===== config.mk =====
export PLATFORM = sky130hd
export DESIGN_NAME = flowctl_pause_tx
export DESIGN_NICKNAME = d
export VERILOG_FILES = /design/src/rtl/pfg_pkg.sv /design/src/rtl/pfg_req_latch.sv /design/src/rtl/pfg_seq.sv /design/src/rtl/pfg_byte_sel.sv /design/src/rtl/flowctl_pause_tx.sv
export SDC_FILE = /design/constraint.sdc
export NUM_CORES = 1
export LEC_CHECK = 0
export ABC_AREA = 1
export BUFFER_PORTS_ARGS = -buffer_cell sky130_fd_sc_hd__buf_2
export CAP_MARGIN = 10
export CORE_ASPECT_RATIO = 0.7
export CORE_UTILIZATION = 42
export DETAILED_ROUTE_END_ITERATION = 10
export PLACE_DENSITY = 0.75
export SLEW_MARGIN = 20
export SYNTH_ARGS = -nofsm -noshare
export SYNTH_HDL_FRONTEND = slang
export SYNTH_SLANG_ARGS = --single-unit
export TNS_END_PERCENT = 1

===== constraint.sdc =====
create_clock -name clk -period 5.5 [get_ports clk]
set_clock_uncertainty 0.05 [all_clocks]
set_input_delay 1.1 -clock clk [delete_from_list [all_inputs] [get_ports clk]]
set_output_delay 1.1 -clock clk [all_outputs]
set_load 0.1 [all_outputs]

===== src/rtl/pfg_pkg.sv =====
package pfg_pkg;

    localparam int          HDR_LEN    = 18;
    localparam logic [47:0] PAUSE_DA   = 48'h0180_C200_0001;
    localparam logic [15:0] MAC_CTL_ET = 16'h8808;
    localparam logic [15:0] PAUSE_OPC  = 16'h0001;

    typedef enum logic {
        SEQ_IDLE = 1'b0,
        SEQ_SEND = 1'b1
    } seq_state_e;

endpackage


===== src/rtl/pfg_req_latch.sv =====
module pfg_req_latch (
    input  logic clk,
    input  logic rst_n,
    input  logic near_full,
    input  logic xoff_lvl,
    input  logic xon_lvl,
    input  logic take,
    output logic pend_xoff,
    output logic pend_xon
);

    typedef struct packed {
        logic full_prev;
        logic xoff_prev;
        logic xon_prev;
        logic p_xoff;
        logic p_xon;
    } req_t;

    req_t r_d, r_q;
    logic xoff_ev;
    logic xon_ev;

    always_comb begin
        xoff_ev = (near_full & ~r_q.full_prev) | (xoff_lvl & ~r_q.xoff_prev);
        xon_ev  = ~xoff_lvl & ((~near_full & r_q.full_prev) | (xon_lvl & ~r_q.xon_prev));

        r_d           = r_q;
        r_d.full_prev = near_full;
        r_d.xoff_prev = xoff_lvl;
        r_d.xon_prev  = xon_lvl;

        if (take) begin
            r_d.p_xoff = 1'b0;
            r_d.p_xon  = 1'b0;
        end
        if (xoff_ev) begin
            r_d.p_xoff = 1'b1;
            r_d.p_xon  = 1'b0;
        end else if (xon_ev) begin
            r_d.p_xon  = 1'b1;
            r_d.p_xoff = 1'b0;
        end
    end

    always_ff @(posedge clk or negedge rst_n) begin
        if (!rst_n) begin
            r_q <= '0;
        end else begin
            r_q <= r_d;
        end
    end

    assign pend_xoff = r_q.p_xoff;
    assign pend_xon  = r_q.p_xon;

endmodule


===== src/rtl/pfg_seq.sv =====
module pfg_seq #(
    parameter  int FRAME_LEN = 60,
    parameter  int QUANTA_W  = 16,
    parameter  int ADDR_W    = 48,
    localparam int IDX_W     = $clog2(FRAME_LEN)
) (
    input  logic                clk,
    input  logic                rst_n,
    input  logic                pend_xoff,
    input  logic                pend_xon,
    input  logic                tx_active,
    input  logic [ADDR_W-1:0]   src_addr,
    input  logic [QUANTA_W-1:0] quanta,
    output logic                take,
    output logic [IDX_W-1:0]    idx,
    output logic                kind_xoff,
    output logic [ADDR_W-1:0]   addr_s,
    output logic [QUANTA_W-1:0] quanta_s,
    output logic                busy,
    output logic                sop,
    output logic                eop
);
    import pfg_pkg::*;

    localparam logic [IDX_W-1:0] LAST_IDX = IDX_W'(FRAME_LEN - 1);

    typedef struct packed {
        seq_state_e          state;
        logic [IDX_W-1:0]    cnt;
        logic                xoff;
        logic [ADDR_W-1:0]   addr;
        logic [QUANTA_W-1:0] quanta;
    } seq_t;

    seq_t s_d, s_q;
    logic start;

    always_comb begin
        start = (s_q.state == SEQ_IDLE) && (pend_xoff || pend_xon) && !tx_active;
        s_d   = s_q;
        case (s_q.state)
            SEQ_IDLE: begin
                if (start) begin
                    s_d.state  = SEQ_SEND;
                    s_d.cnt    = '0;
                    s_d.xoff   = pend_xoff;
                    s_d.addr   = src_addr;
                    s_d.quanta = quanta;
                end
            end
            SEQ_SEND: begin
                if (s_q.cnt == LAST_IDX) begin
                    s_d.state = SEQ_IDLE;
                    s_d.cnt   = '0;
                end else begin
                    s_d.cnt = s_q.cnt + 1'b1;
                end
            end
            default: s_d.state = SEQ_IDLE;
        endcase
    end

    always_ff @(posedge clk or negedge rst_n) begin
        if (!rst_n) begin
            s_q <= '0;
        end else begin
            s_q <= s_d;
        end
    end

    assign take      = start;
    assign idx       = s_q.cnt;
    assign kind_xoff = s_q.xoff;
    assign addr_s    = s_q.addr;
    assign quanta_s  = s_q.quanta;
    assign busy      = (s_q.state == SEQ_SEND);
    assign sop       = busy && (s_q.cnt == '0);
    assign eop       = busy && (s_q.cnt == LAST_IDX);

endmodule


===== src/rtl/pfg_byte_sel.sv =====
module pfg_byte_sel #(
    parameter  int FRAME_LEN = 60,
    parameter  int QUANTA_W  = 16,
    parameter  int ADDR_W    = 48,
    localparam int IDX_W     = $clog2(FRAME_LEN)
) (
    input  logic [IDX_W-1:0]    idx,
    input  logic                enable,
    input  logic                kind_xoff,
    input  logic [ADDR_W-1:0]   src_addr,
    input  logic [QUANTA_W-1:0] quanta,
    output logic [7:0]          byte_o
);
    import pfg_pkg::*;

    localparam int HDR_BITS = 8 * HDR_LEN;

    logic [QUANTA_W-1:0] q_eff;
    logic [HDR_BITS-1:0] hdr;
    logic [7:0]          hdr_byte [HDR_LEN];

    assign q_eff = kind_xoff ? quanta : '0;
    assign hdr   = {PAUSE_DA, src_addr, MAC_CTL_ET, PAUSE_OPC, q_eff};

    for (genvar g = 0; g < HDR_LEN; g++) begin : g_hdr
        assign hdr_byte[g] = hdr[8*(HDR_LEN-1-g) +: 8];
    end

    always_comb begin
        byte_o = '0;
        if (enable) begin
            for (int i = 0; i < HDR_LEN; i++) begin
                if (idx == IDX_W'(i)) begin
                    byte_o = hdr_byte[i];
                end
            end
        end
    end

endmodule


===== src/rtl/flowctl_pause_tx.sv =====
module flowctl_pause_tx #(
    parameter int FRAME_LEN = 60,
    parameter int QUANTA_W  = 16
) (
    input  logic                clk,
    input  logic                rst_n,
    input  logic                rxq_near_full,
    input  logic                cmd_xoff,
    input  logic                cmd_xon,
    input  logic                req_xoff,
    input  logic                req_xon,
    input  logic                tx_active,
    input  logic [31:0]         station_lo,
    input  logic [15:0]         station_hi,
    input  logic [QUANTA_W-1:0] quanta_cfg,
    output logic                pf_valid,
    output logic [7:0]          pf_data,
    output logic                pf_sop,
    output logic                pf_eop,
    output logic                pf_busy
);
    localparam int ADDR_W = 48;
    localparam int IDX_W  = $clog2(FRAME_LEN);

    logic                pend_xoff, pend_xon, take;
    logic [IDX_W-1:0]    idx;
    logic                kind_xoff, busy;
    logic [ADDR_W-1:0]   addr_s;
    logic [QUANTA_W-1:0] quanta_s;

    pfg_req_latch u_req (
        .clk       (clk),
        .rst_n     (rst_n),
        .near_full (rxq_near_full),
        .xoff_lvl  (cmd_xoff | req_xoff),
        .xon_lvl   (cmd_xon | req_xon),
        .take      (take),
        .pend_xoff (pend_xoff),
        .pend_xon  (pend_xon)
    );

    pfg_seq #(
        .FRAME_LEN (FRAME_LEN),
        .QUANTA_W  (QUANTA_W),
        .ADDR_W    (ADDR_W)
    ) u_seq (
        .clk       (clk),
        .rst_n     (rst_n),
        .pend_xoff (pend_xoff),
        .pend_xon  (pend_xon),
        .tx_active (tx_active),
        .src_addr  ({station_hi, station_lo}),
        .quanta    (quanta_cfg),
        .take      (take),
        .idx       (idx),
        .kind_xoff (kind_xoff),
        .addr_s    (addr_s),
        .quanta_s  (quanta_s),
        .busy      (busy),
        .sop       (pf_sop),
        .eop       (pf_eop)
    );

    pfg_byte_sel #(
        .FRAME_LEN (FRAME_LEN),
        .QUANTA_W  (QUANTA_W),
        .ADDR_W    (ADDR_W)
    ) u_bytes (
        .idx       (idx),
        .enable    (busy),
        .kind_xoff (kind_xoff),
        .src_addr  (addr_s),
        .quanta    (quanta_s),
        .byte_o    (pf_data)
    );

    assign pf_valid = busy;
    assign pf_busy  = busy;

endmodule


==> flow_summary.yaml <==
power_and_ir_drop:
  p_leak_uw: 0.00247
  pwr-share-seq_pct: 47.5
  clkPwrFrac_pct: 49.1
  combPwrFrac_pct: 3.5
  ir_drop_mv: 0.135
  p_int_uw: 944
  swShare_pct: 21.6
  switchingPower_uw: 260
  p_per_area_nw_per_um2: 258
clocking:
  clock_latency_ps: 330
  htreeDepth: 3
  ctsResizeCount: 0
  cts_buffers: 9
  cts_buffer_depth: 2
  root_buffer: "clkbuf_16"
  cts_tree: "yes"
  path_clk_slew_ps: 60
  cts_setup_buffers: 0
  ctsHoldBuffers: 0
  numClockSinks: 77
cells_and_area:
  layout.cells.non_filler: 578
  multiInputGateArea_um2: 1770
  drive_above_1_share_pct: 40.0
  regArea_um2: 1930
  final_nets: 529
  synthToLayoutAreaGrowth_pct: 20.5
  utilization_pct: 53.7
  fillers: 797
  num_antenna_cells: 0
routing:
  viasPerCell: 5.19
  vias: 3000
  drtPass1Iterations: 4
  antenna_left: 0
  drt-wirelength-per-cell_um: 15.5
  wirelength_um: 8960
  drc: 0
  drt-initial-drc-count: 152
global_routing:
  grt_pass1_vias: 2908
  grt_overflow: 0
  antenna_found_initial: 0
  grt_max_degree: 78
  grt_pass1_wl_um: 14500
  gr-usage-all-layers_pct: 20.3
setup_path:
  crit_required_ps: 4350
  endpoint_kind: "primary output"
  timing.reg2reg.setup_slack_ps: 3080
  r2r_start: "u_seq.busy"
  cp_max_fo: 14
  crit_path_frequent_cell: "nand2_1"
  start_kind: "flop"
  cpMaxStageDelayCell: "nor2_1"
  r2r_end: "u_seq.idx[0]"
  cp.arrival_ps: 2920
  cp_cell_sequence: "nor2_4 -> nand2_4 -> nor2_1 -> inv_1 -> nand3_1 -> o211ai_1 -> nand2_1 -> nand2_1 -> a21oi_2 -> buf_2"
  worst-r2r-cell-count: 5
  critical_path_class: "flop to primary output"
  crit_start: "u_seq.idx[5]"
  cp_slowest_stage_delay_ps: 620
timing:
  finalHoldViolations: 0
  min_period_ps: 4070
  period_share_pct: 74.0
  slew_violations: 0
  max_freq_mhz: 246
  finalSetupViolCount: 0
  tns_ps: 0
  tightest_slew_ps: 957
  rsz0062_at_grt: "false"
  slew_headroom_pct: 36.2
place:
  hpwlAfterDp_um: 6550
  gp_congestion: 0.882
  numPortBuffers: 83
  dp_cells: 562
synthesis:
  ys_seq_elements: 77
  syn_inst: 373
  seq_area_frac_synth_pct: 49.8
  synth_nets: 449
  syn_area_per_cell_um2: 10.4
  yosysWarningCount: 0
  yosysUniqueCellTypes: 40
  netlist_area_um2: 3870
min_path:
  min_to: "u_seq.addr_s[18]"
  hold_depth: 1
  hold_class: "flop to flop"
  hold_start: "u_seq.addr_s[18]"
die:
  die_h_um: 82.3
  die_w_um: 117
  dieArea_um2: 9610
  initial_utilization_pct: 44.6
  core_um2: 8690
  row_count: 28
  pin_count: 84
job:
  cap_violations: 0
run_status:
  status: "finished, final reports clean"
==> registers in the layout, indices dropped and copies added (netlist names) <==
register         cells
u_seq.addr_s        48
u_seq.quanta_s      16
u_seq.idx            6
u_req.r_q            3
u_req.pend_xoff      1
u_req.pend_xon       1
u_seq.busy           1
u_seq.kind_xoff      1
==> Yosys cell counts <==
| library cell | n | share of area [%] |
|---|---|---|
| a21oi_1 | 17 | 2.2 |
| a21oi_2 | 3 | 0.68 |
| a31oi_1 | 7 | 1.1 |
| and2_1 | 1 | 0.16 |
| buf_2 | 2 | 0.26 |
| buf_4 | 1 | 0.19 |
| buf_6 | 2 | 0.58 |
| clkbuf_1 | 8 | 0.78 |
| clkbuf_4 | 1 | 0.19 |
| clkbuf_8 | 1 | 0.36 |
| dfrtp_1 | 77 | 50 |
| ha_1 | 4 | 1.3 |
| inv_1 | 22 | 2.1 |
| inv_2 | 2 | 0.19 |
| inv_4 | 1 | 0.16 |
| mux2_2 | 63 | 18 |
| nand2_1 | 68 | 6.6 |
| nand2_2 | 1 | 0.16 |
| nand2_4 | 3 | 0.87 |
| nand3_1 | 14 | 1.8 |
| nand3b_1 | 1 | 0.19 |
| nand4_1 | 6 | 0.97 |
| nor2_1 | 16 | 1.6 |
| nor2_4 | 7 | 2.0 |
| nor3_1 | 2 | 0.26 |
| nor3_2 | 1 | 0.26 |
| nor4_1 | 1 | 0.16 |
| nor4_4 | 1 | 0.55 |
| o2111ai_1 | 2 | 0.45 |
| o211ai_1 | 1 | 0.19 |
| o21a_1 | 1 | 0.19 |
| o21ai_0 | 8 | 1.0 |
| o21ai_1 | 16 | 2.1 |
| o21bai_1 | 1 | 0.19 |
| o22ai_1 | 5 | 0.81 |
| o31ai_1 | 1 | 0.19 |
| o32ai_1 | 1 | 0.23 |
| or2_0 | 1 | 0.16 |
| xnor2_1 | 1 | 0.23 |
| xor2_1 | 2 | 0.45 |
==> metrics by stage <==
step	power, uW	setup WS (ps)	hold WS [ps]	instance area [um^2]
2_1_floorplan	585	112	422	3870
3_3_place_gp	624	1890	434	4370
3_5_place_dp	625	1810	442	4370
4_1_cts	1220	1430	459	4670
5_1_grt	1250	1240	472	4670
6_report	1200	1430	453	4670
==> power groups by stage <==
| stage | Sequential [uW] | Clock [uW] | Combinational [uW] |
|---|---|---|---|
| after global placement | 581 | 0 | 42.1 |
| after floorplan | 581 | 0 | 4.84 |
| after detailed placement | 582 | 0 | 43.0 |
| after CTS | 571 | 601 | 43.1 |
| after global routing | 571 | 628 | 47.8 |
| final | 571 | 590 | 41.6 |
==> worst max-delay path by stage <==
stage	to	slack [ps]	cells past startpoint
floorplan	pf_eop	110	3
global route	pf_data[3]	1240	11
global placement	pf_data[3]	1890	10
detailed placement	pf_data[3]	1810	10
CTS	pf_data[3]	1430	10
finish	pf_data[3]	1430	10
==> cell type report <==
class	count	share of cell area (%)
Sequential cell	77	41.3
Multi-Input combinational cell	256	37.9
Timing Repair Buffer	84	9.12
Clock buffer	9	4.83
Tap cell	120	3.22
Inverter	25	2.06
Clock inverter	7	1.58
==> worst max-delay path: cells and delay by family, from the launching register on <==
family	cells	cell delay [ps]
compound gates	2	210
buf+inv	2	610
flops	1	470
simple gates	6	1280
==> logic make-up (layout without fill, tap and decap cells) <==
logic type	count (synthesis)	count (layout)	share of synthesized area [%]
simple gates	123	123	15.7
flops	77	77	49.8
compound gates	63	63	9.37
mux	63	63	18.3
buf+inv	40	125	4.85
fa+ha+maj	4	4	1.29
xor+xnor	3	3	0.679
==> placed cells by master, fill, tap and decap left out, types with 2 or more instances in the layout <==
cell,netlist,routed
a21oi_1,17,17
a21oi_2,3,3
a31oi_1,7,7
buf_2,2,82
buf_4,1,2
clkbuf_16,0,9
clkinv_2,0,3
dfrtp_1,77,77
ha_1,4,4
inv_1,22,22
inv_2,2,2
mux2_2,63,63
nand2_1,68,68
nand2_4,3,3
nand3_1,14,14
nand4_1,6,6
nor2_1,16,16
nor2_4,7,7
nor3_1,2,2
o2111ai_1,2,2
o21ai_0,8,8
o21ai_1,16,15
o22ai_1,5,5
xor2_1,2,2
==> routing by layer <==
layer / wire [um] / up-vias / global-route usage, %
met3: 587 / 7 / 4.96
met4: 87 / 0 / 5.95
met5: 0 / - / 0
met1: 4310 / 1442 / 28.3
li1: - / 1441 / -
met2: 3970 / 110 / 31.4
No activity file was read; power rests on OpenSTA's default activity.
